[src/rtl/sap_pkg.sv]
`timescale 1ns/1ps
package sap_pkg;

  typedef enum logic [1:0] {
    FMT_RJ  = 2'b00,
    FMT_LJ  = 2'b01,
    FMT_I2S = 2'b10,
    FMT_DSP = 2'b11
  } fmt_e;

  // Where a frame bit sits: inside a word or not, which channel, bit index from the MSB
  typedef struct packed {
    logic       valid;
    logic       chan;
    logic [4:0] k;
  } slot_t;

  function automatic logic [5:0] word_bits(input logic [1:0] wl);
    case (wl)
      2'b00:   return 6'd16;
      2'b01:   return 6'd20;
      2'b10:   return 6'd24;
      default: return 6'd32;
    endcase
  endfunction

  function automatic slot_t slot_map(input fmt_e fmt, input logic [5:0] w,
                                     input logic [5:0] pos);
    slot_t      s;
    logic [5:0] off;
    logic [5:0] d;
    logic [6:0] d7;
    logic [6:0] w7;
    case (fmt)
      FMT_LJ:  off = 6'd0;
      FMT_RJ:  off = 6'd32 - w;
      default: off = 6'd1;
    endcase
    d  = pos - off;
    d7 = {1'b0, d};
    w7 = {1'b0, w};
    s  = '0;
    if (fmt == FMT_DSP) begin
      if (d7 < w7) begin
        s = '{valid: 1'b1, chan: 1'b0, k: d[4:0]};
      end else if (d7 < (w7 << 1)) begin
        s = '{valid: 1'b1, chan: 1'b1, k: 5'(d7 - w7)};
      end
    end else begin
      s.chan  = d[5];
      s.k     = d[4:0];
      s.valid = ({1'b0, d[4:0]} < w);
    end
    return s;
  endfunction

  function automatic logic frame_level(input fmt_e fmt, input logic [5:0] pos);
    case (fmt)
      FMT_I2S: return pos[5];
      FMT_DSP: return (pos == 6'd0);
      default: return ~pos[5];
    endcase
  endfunction

endpackage

[src/rtl/sap_bclk_gen.sv]
`timescale 1ns/1ps
module sap_bclk_gen #(
  parameter int CLK_DIV = 4
) (
  input  logic clk,
  input  logic rst_n,
  output logic bclk,
  output logic rise_tick,
  output logic fall_tick
);
  localparam int CW = $clog2(CLK_DIV + 1);

  logic [CW-1:0] cnt_q, cnt_d;
  logic          bclk_q, bclk_d;
  logic          tick;

  always_comb begin
    tick   = (cnt_q == CW'(CLK_DIV - 1));
    cnt_d  = tick ? '0 : cnt_q + 1'b1;
    bclk_d = tick ? ~bclk_q : bclk_q;
  end

  always_ff @(posedge clk or negedge rst_n) begin
    if (!rst_n) begin
      cnt_q  <= '0;
      bclk_q <= 1'b0;
    end else begin
      cnt_q  <= cnt_d;
      bclk_q <= bclk_d;
    end
  end

  assign bclk      = bclk_q;
  assign rise_tick = tick & ~bclk_q;
  assign fall_tick = tick & bclk_q;
endmodule

[src/rtl/sap_framer.sv]
`timescale 1ns/1ps
module sap_framer
  import sap_pkg::*;
(
  input  logic       clk,
  input  logic       rst_n,
  input  logic       fall_tick,
  input  fmt_e       fmt,
  input  logic [5:0] wbits,
  output logic       lrclk,
  output logic       started,
  output slot_t      cur_map,
  output slot_t      nxt_map
);
  logic [5:0] pos_q, pos_d;
  logic       lr_q, lr_d;
  logic       run_q, run_d;

  always_comb begin
    pos_d = pos_q;
    lr_d  = lr_q;
    run_d = run_q;
    if (fall_tick) begin
      pos_d = pos_q + 6'd1;
      lr_d  = frame_level(fmt, pos_q + 6'd1);
      run_d = 1'b1;
    end
  end

  always_ff @(posedge clk or negedge rst_n) begin
    if (!rst_n) begin
      pos_q <= 6'd63;
      lr_q  <= 1'b0;
      run_q <= 1'b0;
    end else begin
      pos_q <= pos_d;
      lr_q  <= lr_d;
      run_q <= run_d;
    end
  end

  assign lrclk   = lr_q;
  assign started = run_q;
  assign cur_map = slot_map(fmt, wbits, pos_q);
  assign nxt_map = slot_map(fmt, wbits, pos_q + 6'd1);
endmodule

[src/rtl/sap_tx_path.sv]
`timescale 1ns/1ps
module sap_tx_path
  import sap_pkg::*;
#(
  parameter int BUF_DEPTH = 256,
  parameter int ADDR_W    = 8
) (
  input  logic              clk,
  input  logic              rst_n,
  input  logic              fall_tick,
  input  logic              tx_ok,
  input  logic [5:0]        wbits,
  input  slot_t             nxt_map,
  input  logic [31:0]       rd_data,
  output logic              dac_dat,
  output logic              rd_en,
  output logic [ADDR_W-1:0] rd_addr
);
  typedef enum logic [1:0] {FT_IDLE, FT_LEFT, FT_RIGHT, FT_DONE} fetch_e;

  fetch_e            st_q, st_d;
  logic [ADDR_W-1:0] ptr_q, ptr_d, ptr_inc;
  logic [31:0]       pl_q, pl_d, pr_q, pr_d;
  logic [31:0]       al_q, al_d, ar_q, ar_d;
  logic [31:0]       src;
  logic [4:0]        idx;
  logic              dat_q, dat_d;
  logic              commit;

  always_comb begin
    commit  = fall_tick & nxt_map.valid & ~nxt_map.chan & (nxt_map.k == 5'd0);
    ptr_inc = (ptr_q == ADDR_W'(BUF_DEPTH - 1)) ? '0 : ptr_q + 1'b1;
    st_d    = st_q;
    ptr_d   = ptr_q;
    pl_d    = pl_q;
    pr_d    = pr_q;
    rd_en   = 1'b0;
    case (st_q)
      FT_IDLE:  if (commit && tx_ok) st_d = FT_LEFT;
      FT_LEFT:  if (tx_ok) begin
                  rd_en = 1'b1;
                  ptr_d = ptr_inc;
                  st_d  = FT_RIGHT;
                end else st_d = FT_IDLE;
      FT_RIGHT: if (tx_ok) begin
                  rd_en = 1'b1;
                  ptr_d = ptr_inc;
                  pl_d  = rd_data;
                  st_d  = FT_DONE;
                end else st_d = FT_IDLE;
      default:  begin
                  pr_d = rd_data;
                  st_d = FT_IDLE;
                end
    endcase
    al_d = commit ? pl_q : al_q;
    ar_d = commit ? pr_q : ar_q;
    if (commit) src = nxt_map.chan ? pr_q : pl_q;
    else        src = nxt_map.chan ? ar_q : al_q;
    idx   = 5'(wbits - 6'd1 - {1'b0, nxt_map.k});
    dat_d = fall_tick ? (tx_ok & nxt_map.valid & src[idx]) : dat_q;
  end

  always_ff @(posedge clk or negedge rst_n) begin
    if (!rst_n) begin
      st_q  <= FT_IDLE;
      ptr_q <= '0;
      pl_q  <= '0;
      pr_q  <= '0;
      al_q  <= '0;
      ar_q  <= '0;
      dat_q <= 1'b0;
    end else begin
      st_q  <= st_d;
      ptr_q <= ptr_d;
      pl_q  <= pl_d;
      pr_q  <= pr_d;
      al_q  <= al_d;
      ar_q  <= ar_d;
      dat_q <= dat_d;
    end
  end

  assign rd_addr = ptr_q;
  assign dac_dat = dat_q;
endmodule

[src/rtl/sap_rx_path.sv]
`timescale 1ns/1ps
module sap_rx_path
  import sap_pkg::*;
#(
  parameter int BUF_DEPTH = 256,
  parameter int ADDR_W    = 8
) (
  input  logic              clk,
  input  logic              rst_n,
  input  logic              rise_tick,
  input  logic              started,
  input  logic              rx_ok,
  input  logic [5:0]        wbits,
  input  slot_t             cur_map,
  input  logic              adc_dat,
  output logic              wr_en,
  output logic [ADDR_W-1:0] wr_addr,
  output logic [31:0]       wr_data
);
  localparam int PAIR_W = ADDR_W - 1;
  localparam int PAIRS  = BUF_DEPTH / 2;

  logic [31:0]       sh_q, sh_d, mask;
  logic [PAIR_W-1:0] pair_q, pair_d;
  logic              we_q, we_d;
  logic [ADDR_W-1:0] wa_q, wa_d;
  logic [31:0]       wd_q, wd_d;
  logic              sample, last;

  always_comb begin
    mask   = (wbits == 6'd32) ? '1 : ((32'h1 << wbits) - 32'h1);
    sample = rise_tick & started & cur_map.valid;
    last   = sample & ({1'b0, cur_map.k} == (wbits - 6'd1));
    sh_d   = sample ? {sh_q[30:0], adc_dat} : sh_q;
    we_d   = last & rx_ok;
    wa_d   = wa_q;
    wd_d   = wd_q;
    pair_d = pair_q;
    if (last && rx_ok) begin
      wa_d = {pair_q, cur_map.chan};
      wd_d = {sh_q[30:0], adc_dat} & mask;
      if (cur_map.chan)
        pair_d = (pair_q == PAIR_W'(PAIRS - 1)) ? '0 : pair_q + 1'b1;
    end
  end

  always_ff @(posedge clk or negedge rst_n) begin
    if (!rst_n) begin
      sh_q   <= '0;
      pair_q <= '0;
      we_q   <= 1'b0;
      wa_q   <= '0;
      wd_q   <= '0;
    end else begin
      sh_q   <= sh_d;
      pair_q <= pair_d;
      we_q   <= we_d;
      wa_q   <= wa_d;
      wd_q   <= wd_d;
    end
  end

  assign wr_en   = we_q;
  assign wr_addr = wa_q;
  assign wr_data = wd_q;
endmodule

[src/rtl/sap_master_port.sv]
`timescale 1ns/1ps
module sap_master_port
  import sap_pkg::*;
#(
  parameter  int CLK_DIV   = 4,
  parameter  int BUF_DEPTH = 256,
  localparam int ADDR_W    = $clog2(BUF_DEPTH)
) (
  input  logic              clk,
  input  logic              rst_n,
  input  logic [1:0]        cfg_fmt,
  input  logic [1:0]        cfg_wlen,
  input  logic              play_en,
  input  logic              cap_en,
  output logic              bclk,
  output logic              dac_lrclk,
  output logic              adc_lrclk,
  output logic              dac_dat,
  input  logic              adc_dat,
  output logic              rd_en,
  output logic [ADDR_W-1:0] rd_addr,
  input  logic [31:0]       rd_data,
  output logic              wr_en,
  output logic [ADDR_W-1:0] wr_addr,
  output logic [31:0]       wr_data,
  output logic              cfg_invalid
);
  logic [1:0] rs_q;
  logic       rst_sync_n;

  always_ff @(posedge clk or negedge rst_n) begin
    if (!rst_n) rs_q <= 2'b00;
    else        rs_q <= {rs_q[0], 1'b1};
  end
  assign rst_sync_n = rs_q[1];

  fmt_e       fmt;
  logic [5:0] wbits;
  logic       tx_ok, rx_ok;
  logic       rise_tick, fall_tick, started, lrclk;
  slot_t      cur_map, nxt_map;

  always_comb begin
    fmt         = fmt_e'(cfg_fmt);
    wbits       = word_bits(cfg_wlen);
    cfg_invalid = (fmt == FMT_RJ) && (cfg_wlen == 2'b11);
    tx_ok       = play_en & ~cfg_invalid;
    rx_ok       = cap_en & ~cfg_invalid;
  end

  sap_bclk_gen #(.CLK_DIV(CLK_DIV)) u_bclk (
    .clk(clk), .rst_n(rst_sync_n), .bclk(bclk),
    .rise_tick(rise_tick), .fall_tick(fall_tick)
  );

  sap_framer u_framer (
    .clk(clk), .rst_n(rst_sync_n), .fall_tick(fall_tick), .fmt(fmt),
    .wbits(wbits), .lrclk(lrclk), .started(started),
    .cur_map(cur_map), .nxt_map(nxt_map)
  );

  sap_tx_path #(.BUF_DEPTH(BUF_DEPTH), .ADDR_W(ADDR_W)) u_tx (
    .clk(clk), .rst_n(rst_sync_n), .fall_tick(fall_tick), .tx_ok(tx_ok),
    .wbits(wbits), .nxt_map(nxt_map), .rd_data(rd_data),
    .dac_dat(dac_dat), .rd_en(rd_en), .rd_addr(rd_addr)
  );

  sap_rx_path #(.BUF_DEPTH(BUF_DEPTH), .ADDR_W(ADDR_W)) u_rx (
    .clk(clk), .rst_n(rst_sync_n), .rise_tick(rise_tick), .started(started),
    .rx_ok(rx_ok), .wbits(wbits), .cur_map(cur_map), .adc_dat(adc_dat),
    .wr_en(wr_en), .wr_addr(wr_addr), .wr_data(wr_data)
  );

  assign dac_lrclk = lrclk;
  assign adc_lrclk = lrclk;
endmodule

[config.mk]
export PLATFORM = sky130hd
export DESIGN_NAME = sap_master_port
export DESIGN_NICKNAME = d
export VERILOG_FILES = /design/src/rtl/sap_pkg.sv /design/src/rtl/sap_bclk_gen.sv /design/src/rtl/sap_framer.sv /design/src/rtl/sap_tx_path.sv /design/src/rtl/sap_rx_path.sv /design/src/rtl/sap_master_port.sv
export SDC_FILE = /design/constraint.sdc
export NUM_CORES = 1
export LEC_CHECK = 0
export ABC_AREA = 1
export BUFFER_PORTS_ARGS = -buffer_cell sky130_fd_sc_hd__buf_2
export CAP_MARGIN = 10
export CORE_ASPECT_RATIO = 1.25
export CORE_UTILIZATION = 60
export DETAILED_ROUTE_END_ITERATION = 16
export GPL_ROUTABILITY_DRIVEN = 0
export MAX_ROUTING_LAYER = met4
export PLACE_DENSITY = 0.85
export SYNTH_ARGS = -nofsm -noshare
export SYNTH_HDL_FRONTEND = slang
export SYNTH_SLANG_ARGS = --single-unit
[constraint.sdc]
create_clock -name clk -period 7.9 [get_ports clk]
set_input_delay 0.79 -clock clk [delete_from_list [all_inputs] [get_ports clk]]
set_output_delay 0.79 -clock clk [all_outputs]
set_load 0.02 [all_outputs]
==> flow_summary.ini, run 1 <==
[run_status]
status = complete, no violations

[global_routing]
grt_pass1_vias = 8452
grt_usage = 0.259
grt_max_degree = 82
overflow = 0
grt_antenna_before_repair = 1
grt_pass1_wl_um = 40100

[sta]
fin_ws_ns = 1.45
slew_viol_final = 0
fin_worst_skew_ns = 0.0113
fmax_ghz = 0.155
hold_ws_ns = 0.0530
fin_crit_ns = 6.45
rsz0062_at_grt = false
period_share = 0.817
finalSetupViolCount = 0
finalHoldViolCount = 0
setup_tns_ns = 0
maxSlewHeadroom = 0.279
worst_pin_slew_ns = 1.08

[place]
post-place-ws_ns = 1.18
dp_hpwl_um = 15800
io_buffers = 95

[routing]
drc = 0
first_iter_violations = 623
routedWlPerCell_um = 15.0
drt-total-wl_um = 23800
vias = 8693
first_pass_iters = 8
ant_nets = 0
vias_per_cell = 5.46

[yosys]
synth_cell_types = 51
syn-num-nets = 1359
synth_top_area_share = 0.503
synthCells = 1274
seq_area_frac_synth = 0.517
yosysTopAreaCell = dfrtp_1
synth_edf_count = 0
avgSynthCellArea_um2 = 8.83
yosys_warnings = 0
synth.area.top_cells = dfrtp_1 50%, nand2_1 11%, o21ai_0 6.7%
synth_area_um2 = 11200
synth_ff_type = dfrtp_1
ys_ff_latch = 232
async_flop_share = 1.00

[worst_hold_path]
hold_class = primary input to async pin

[critical_path]
cpMaxStageDelayCell = inv_2
path_max_fanout = 73
crit_arrival_ns = 6.86
critical_path_class = flip-flop to flip-flop
crit_family = simple AND/OR/NAND/NOR gates
path_buf_inv = 3
start_kind = flip-flop
required_ns = 8.31
critPathCaptureType = flip-flop
crit_path_max_incr_delay_ns = 0.76

[final_layout]
layout_commonest_cell = nand2_1
nets = 1430
final_util = 0.689
area_growth_syn_to_layout_pct = 11.7
layout_common_cells = 333 x nand2_1, 225 x dfrtp_1, 150 x o21ai_0, 137 x inv_1, 95 x buf_2
drive_above_1_share = 0.172

[clock_network]
postCtsSetupRepairBufs = 0
hold_buffers = 0
htreeDepth = 1
cts_inserted_buffers = 23
clkTransAtPathRegs_ns = 0.06
cts_tree = built
cts-root-buf = clkbuf_16
clk_latency_ns = 0.51
cts.sinks = 232
ctsLongestPathBuffers = 3
post_cts_resize_count = 0

[die]
core_um2 = 18200
dieArea_um2 = 19300
die_h_um = 155
rows = 55
pin_count = 96
initial_core_util = 0.617
die_x_um = 124

[pwr]
leakagePower_nw = 6.47
powerDensity_nw_per_um2 = 279
power_mw = 3.51
ir_drop_mv = 0.241

[run]
drv_cap = 0
[cell usage after synthesis (15+ instances only)]
cell type,count
clkbuf_1,30
nand3_1,73
o21ai_1,20
dfrtp_1,226
nor2_1,38
ha_1,42
nand2_1,333
o21ai_0,150
a21oi_1,34
inv_1,137
or2_2,31
xor2_1,16
mux2_2,31
buf_2,15
[cells by family (layout without fill, tap and decap cells)]
group,after synthesis,in the layout,synth area share
buffers and inverters,199,287,0.0721
other,1,2,0.000333
and+or+nand+nor,513,513,0.201
muxes,39,39,0.0381
AOI/OAI and AO/OA,225,225,0.105
adders and majority gates,44,44,0.0503
xor gates and xnor gates,21,21,0.0170
DFF,232,232,0.517
[stage by stage]
step | instance area (µm²) | cells
floorplan | 11200 | 1274
global placement | 11800 | 1548
detailed placement | 11800 | 1548
CTS | 12600 | 1590
global route | 12600 | 1591
finish | 12600 | 1591
[flip-flops by register name (all words and copies together) (netlist names)]
name and cells:
u_rx.wr_data 32, u_tx.al_q 32, u_tx.ar_q 32, u_tx.pl_q 32, u_tx.pr_q 32, u_rx.sh_q 31
u_rx.wr_addr 8, u_tx.rd_addr 8, u_rx.pair_q 7, u_framer.pos_q 6, u_bclk.cnt_q 3, rs_q 2
u_tx.st_q 2, u_bclk.bclk 1, u_framer.lrclk 1, u_framer.started 1, u_rx.wr_en 1, u_tx.dac_dat 1
[final cells by class]
cell class	count	area [µm²]
Antenna cell	1	2.50
Clock buffer	36	704
Clock inverter	6	58.8
Fill cell	1366	5670
Inverter	144	541
Multi-Input combinational cell	843	4630
Sequential cell	232	5820
Tap cell	228	285
Timing Repair Buffer	101	520
[metal layers]
metal / track usage / vias to the layer above / wire length [µm]
li1: - / 4241 / -
met1: 0.328 / 4168 / 10200
met2: 0.433 / 229 / 11900
met3: 0.0330 / 55 / 990
met4: 0.0906 / 0 / 637
met5: - / - / 0
[path summary, 6_finish.rpt]
check                                              startpoint                   endpoint  depth (start not counted)  slack (ns)
worst max-delay path            u_framer.pos_q[0]$_DFFE_PN1P_   u_tx.dac_dat$_DFFE_PN0P_                         27        1.45
worst min-delay path                                    rst_n          rs_q[1]$_DFF_PN0_                          1        0.05
worst max register to register  u_framer.pos_q[0]$_DFFE_PN1P_   u_tx.dac_dat$_DFFE_PN0P_                         27        1.45
worst min register to register              rs_q[0]$_DFF_PN0_          rs_q[1]$_DFF_PN0_                          0        0.36
max in group asynchronous                   rs_q[1]$_DFF_PN0_  u_rx.sh_q[21]$_DFFE_PN0P_                          1        5.83
min in group clk                            rs_q[0]$_DFF_PN0_          rs_q[1]$_DFF_PN0_                          0        0.36
[power by group]
part	switching, mW	internal, mW	total (mW)
sequential	0.174	1.50	1.67
clock	0.451	0.645	1.10
combinational	0.434	0.310	0.744
total	1.06	2.45	3.51
Power figures use the tool's default switching activity.
==> run 2: changes to the inputs <==
--- a/config.mk
+++ b/config.mk
@@ -5,15 +5,15 @@
 export SDC_FILE = /design/constraint.sdc
 export NUM_CORES = 1
 export LEC_CHECK = 0
-export ABC_AREA = 1
+export ABC_AREA = 0
 export BUFFER_PORTS_ARGS = -buffer_cell sky130_fd_sc_hd__buf_2
 export CAP_MARGIN = 10
 export CORE_ASPECT_RATIO = 1.25
-export CORE_UTILIZATION = 60
+export CORE_UTILIZATION = 54
 export DETAILED_ROUTE_END_ITERATION = 16
 export GPL_ROUTABILITY_DRIVEN = 0
 export MAX_ROUTING_LAYER = met4
-export PLACE_DENSITY = 0.85
+export PLACE_DENSITY = 0.81
 export SYNTH_ARGS = -nofsm -noshare
 export SYNTH_HDL_FRONTEND = slang
 export SYNTH_SLANG_ARGS = --single-unit
==> constraint.sdc (replaced) <==
create_clock -name clk -period 5.35 [get_ports clk]
set_input_delay 0.535 -clock clk [delete_from_list [all_inputs] [get_ports clk]]
set_output_delay 0.535 -clock clk [all_outputs]
set_load 0.02 [all_outputs]
==> flow_summary.ini, run 2 <==
[place]
dp_hpwl_um = 15500
io_buffers = 95
placed_cells = 1333
post-place-ws_ns = 0.131

[global_routing]
grt_usage = 0.233
grt_max_degree = 120
grt_antenna_before_repair = 0
grt_pass1_wl_um = 38000
grt_pass1_vias = 7772
overflow = 0

[sta]
finalSetupViolCount = 0
setup_tns_ns = 0
worst_pin_slew_ns = 0.793
hold_ws_ns = 0.257
maxSlewHeadroom = 0.471
fmax_ghz = 0.196
fin_worst_skew_ns = 0.00980
period_share = 0.955
fin_ws_ns = 0.241
slew_viol_final = 0
finalHoldViolCount = 0
fin_crit_ns = 5.11

[worst_hold_path]
min_to = u_tx.pl_q[16]$_DFFE_PN0P_
min_path_cells = 2
hold_class = primary input to flip-flop
min_from = rd_data[16]

[routing]
drt-total-wl_um = 23300
first_pass_iters = 5
first_iter_violations = 404
ant_nets = 0
vias = 7701
drc = 0
vias_per_cell = 5.57
routedWlPerCell_um = 16.8

[critical_path]
required_ns = 5.79
critical_path_class = flip-flop to flip-flop
rrSetupSlack_ns = 0.24
path_buf_inv = 1
start_kind = flip-flop
regToRegEndpoint = u_tx.dac_dat$_DFFE_PN0P_
r2r-start = u_framer.pos_q[1]$_DFFE_PN1P_
cp_common_cell = ha_1
path_max_fanout = 10
crit_path_max_incr_delay_ns = 0.60
reg2regPathDepth = 20
cpMaxStageDelayCell = dfstp_2
crit_chain = ha_1 > xor2_1 > ha_1 > nor2b_1 > o21ai_0 > a21boi_0 > nor2_1 > ha_1 > nand2b_1 > a211oi_2 > buf_4 > nand3_1 > o41ai_4 > a21oi_1 > ha_2 > o21a_1 > or2_2 > nor4b_1 > o211ai_1 > a32oi_1
critPathCaptureType = flip-flop
crit_arrival_ns = 5.55
crit_family = compound AO/OA/AOI/OAI gates

[pwr]
ir_drop_mv = 0.344
powerDensity_nw_per_um2 = 387
power_mw = 4.98
leakagePower_nw = 6.41

[yosys]
yosys_warnings = 0
synth_cell_types = 75
synth_area_um2 = 11100
synth_edf_count = 0
synth_common_cells = 226 x dfrtp_1, 214 x nand2_1, 144 x mux2_2
avgSynthCellArea_um2 = 11.2
yosysTopAreaCell = dfrtp_1
syn-num-nets = 1078
async_flop_share = 1.00
synth.area.top_cells = dfrtp_1 51%, mux2_2 15%, nand2_1 7.2%
ys_ff_latch = 232
synth_ff_type = dfrtp_1
seq_area_frac_synth = 0.521
synth.most_common_cell = dfrtp_1
synthCells = 993
synth_top_area_share = 0.507

[die]
die_h_um = 163
pin_count = 96
die_x_um = 131
dieArea_um2 = 21200
rows = 58
initial_core_util = 0.553
core_um2 = 20200

[final_layout]
layout_common_cells = 225 x dfrtp_1, 214 x nand2_1, 144 x mux2_2, 95 x buf_2, 41 x ha_1
drive_above_1_share = 0.301
instances_no_fill = 1383
antenna_cells = 0
layout_commonest_cell = dfrtp_1
fillCellCount = 1628
area_growth_syn_to_layout_pct = 15.2
nets = 1180

[clock_network]
ctsLongestPathBuffers = 3
cts.sinks = 232
htreeDepth = 1
clkTransAtPathRegs_ns = 0.06
cts_tree = built
cts_inserted_buffers = 24
clk_latency_ns = 0.52
cts-root-buf = clkbuf_16

[run_status]
status = complete, no violations

[run]
drv_cap = 0
run 2: cell count changes after synthesis, sizes merged, moves of 10 or more:
cell,before,now
nor2,42,29
nand2b,0,10
a21oi,34,17
nand3,76,15
or2,34,3
nand2,341,215
mux2i,8,21
o21ai,171,39
inv,143,26
xnor2,5,21
mux2,31,145
run 2: logic make-up (layout without fill, tap and decap cells):
kind of cell | Yosys count | count (layout) | share of synthesized area
AND/OR/NAND/NOR | 320 | 320 | 0.127
flip-flops | 232 | 232 | 0.521
multiplexers | 166 | 166 | 0.165
AO/OA/AOI/OAI | 124 | 124 | 0.0779
buffers and inverters | 71 | 191 | 0.0282
adder cells (fa/ha/maj) | 44 | 44 | 0.0507
XOR/XNOR | 35 | 35 | 0.0295
other | 1 | 1 | 0.000336
run 2: area by class of cell:
type	count	area [µm²]	area share
clock buffers	31	668	0.0520
well taps	270	338	0.0263
repair buffers	121	698	0.0544
inverters	26	100	0.00779
multi-input cells	690	5040	0.393
flip-flops and latches	232	5820	0.453
clock inverters	13	178	0.0138
run 2: timing repair:
item                                   4_1_cts  5_1_grt
endpoints found under the hold margin        2        0
setup endpoints to repair                    0        1
hold buffers                                 1        0
gates resized for setup                      0        3
buffers inserted                             0        5
run 2: worst max path at each step:
stage,slack [ns],depth (start not counted),from,endpoint
6_report,0.24,20,u_framer.pos_q[1]$_DFFE_PN1P_,u_tx.dac_dat$_DFFE_PN0P_
5_1_grt,-0.05,20,u_framer.pos_q[0]$_DFFE_PN1P_,u_tx.dac_dat$_DFFE_PN0P_
4_1_cts,0.11,19,u_framer.pos_q[1]$_DFFE_PN1P_,u_tx.dac_dat$_DFFE_PN0P_
3_5_place_dp,0.13,21,cfg_wlen[1],u_tx.dac_dat$_DFFE_PN0P_
3_3_place_gp,0.26,21,cfg_wlen[1],u_tx.dac_dat$_DFFE_PN0P_
2_1_floorplan,0.28,21,cfg_wlen[1],u_tx.dac_dat$_DFFE_PN0P_
run 2: stage by stage:
stage | util | cell area (µm²)
after floorplan | - | 11100
after global placement | 0.591 | 11900
after detailed placement | 0.591 | 11900
after CTS | 0.634 | 12800
after global routing | 0.637 | 12800
final | 0.637 | 12800
run 2: routing by layer:
metal	vias up	part of all wire	track usage	wire length, µm
li1	3612	-	-	-
met1	3844	0.40	0.270	9320
met2	180	0.52	0.399	12200
met3	65	0.041	0.0302	951
met4	0	0.037	0.103	854
met5	-	0	-	0
run 2: worst register-to-register path, delay by kind of cell, from the launching register on:
kind	cells	cell delay [ns]
XOR/XNOR	1	0.23
flip-flops	1	0.60
AND/OR/NAND/NOR	6	1.37
AO/OA/AOI/OAI	8	1.42
adder cells (fa/ha/maj)	4	1.21
buffers and inverters	1	0.19
run 2: where the power goes:
group,total (mW),switching (mW),leakage [nW],internal (mW)
Combinational,0.810,0.380,2.93,0.430
Clock,1.77,0.693,0.412,1.08
Sequential,2.39,0.257,3.07,2.14
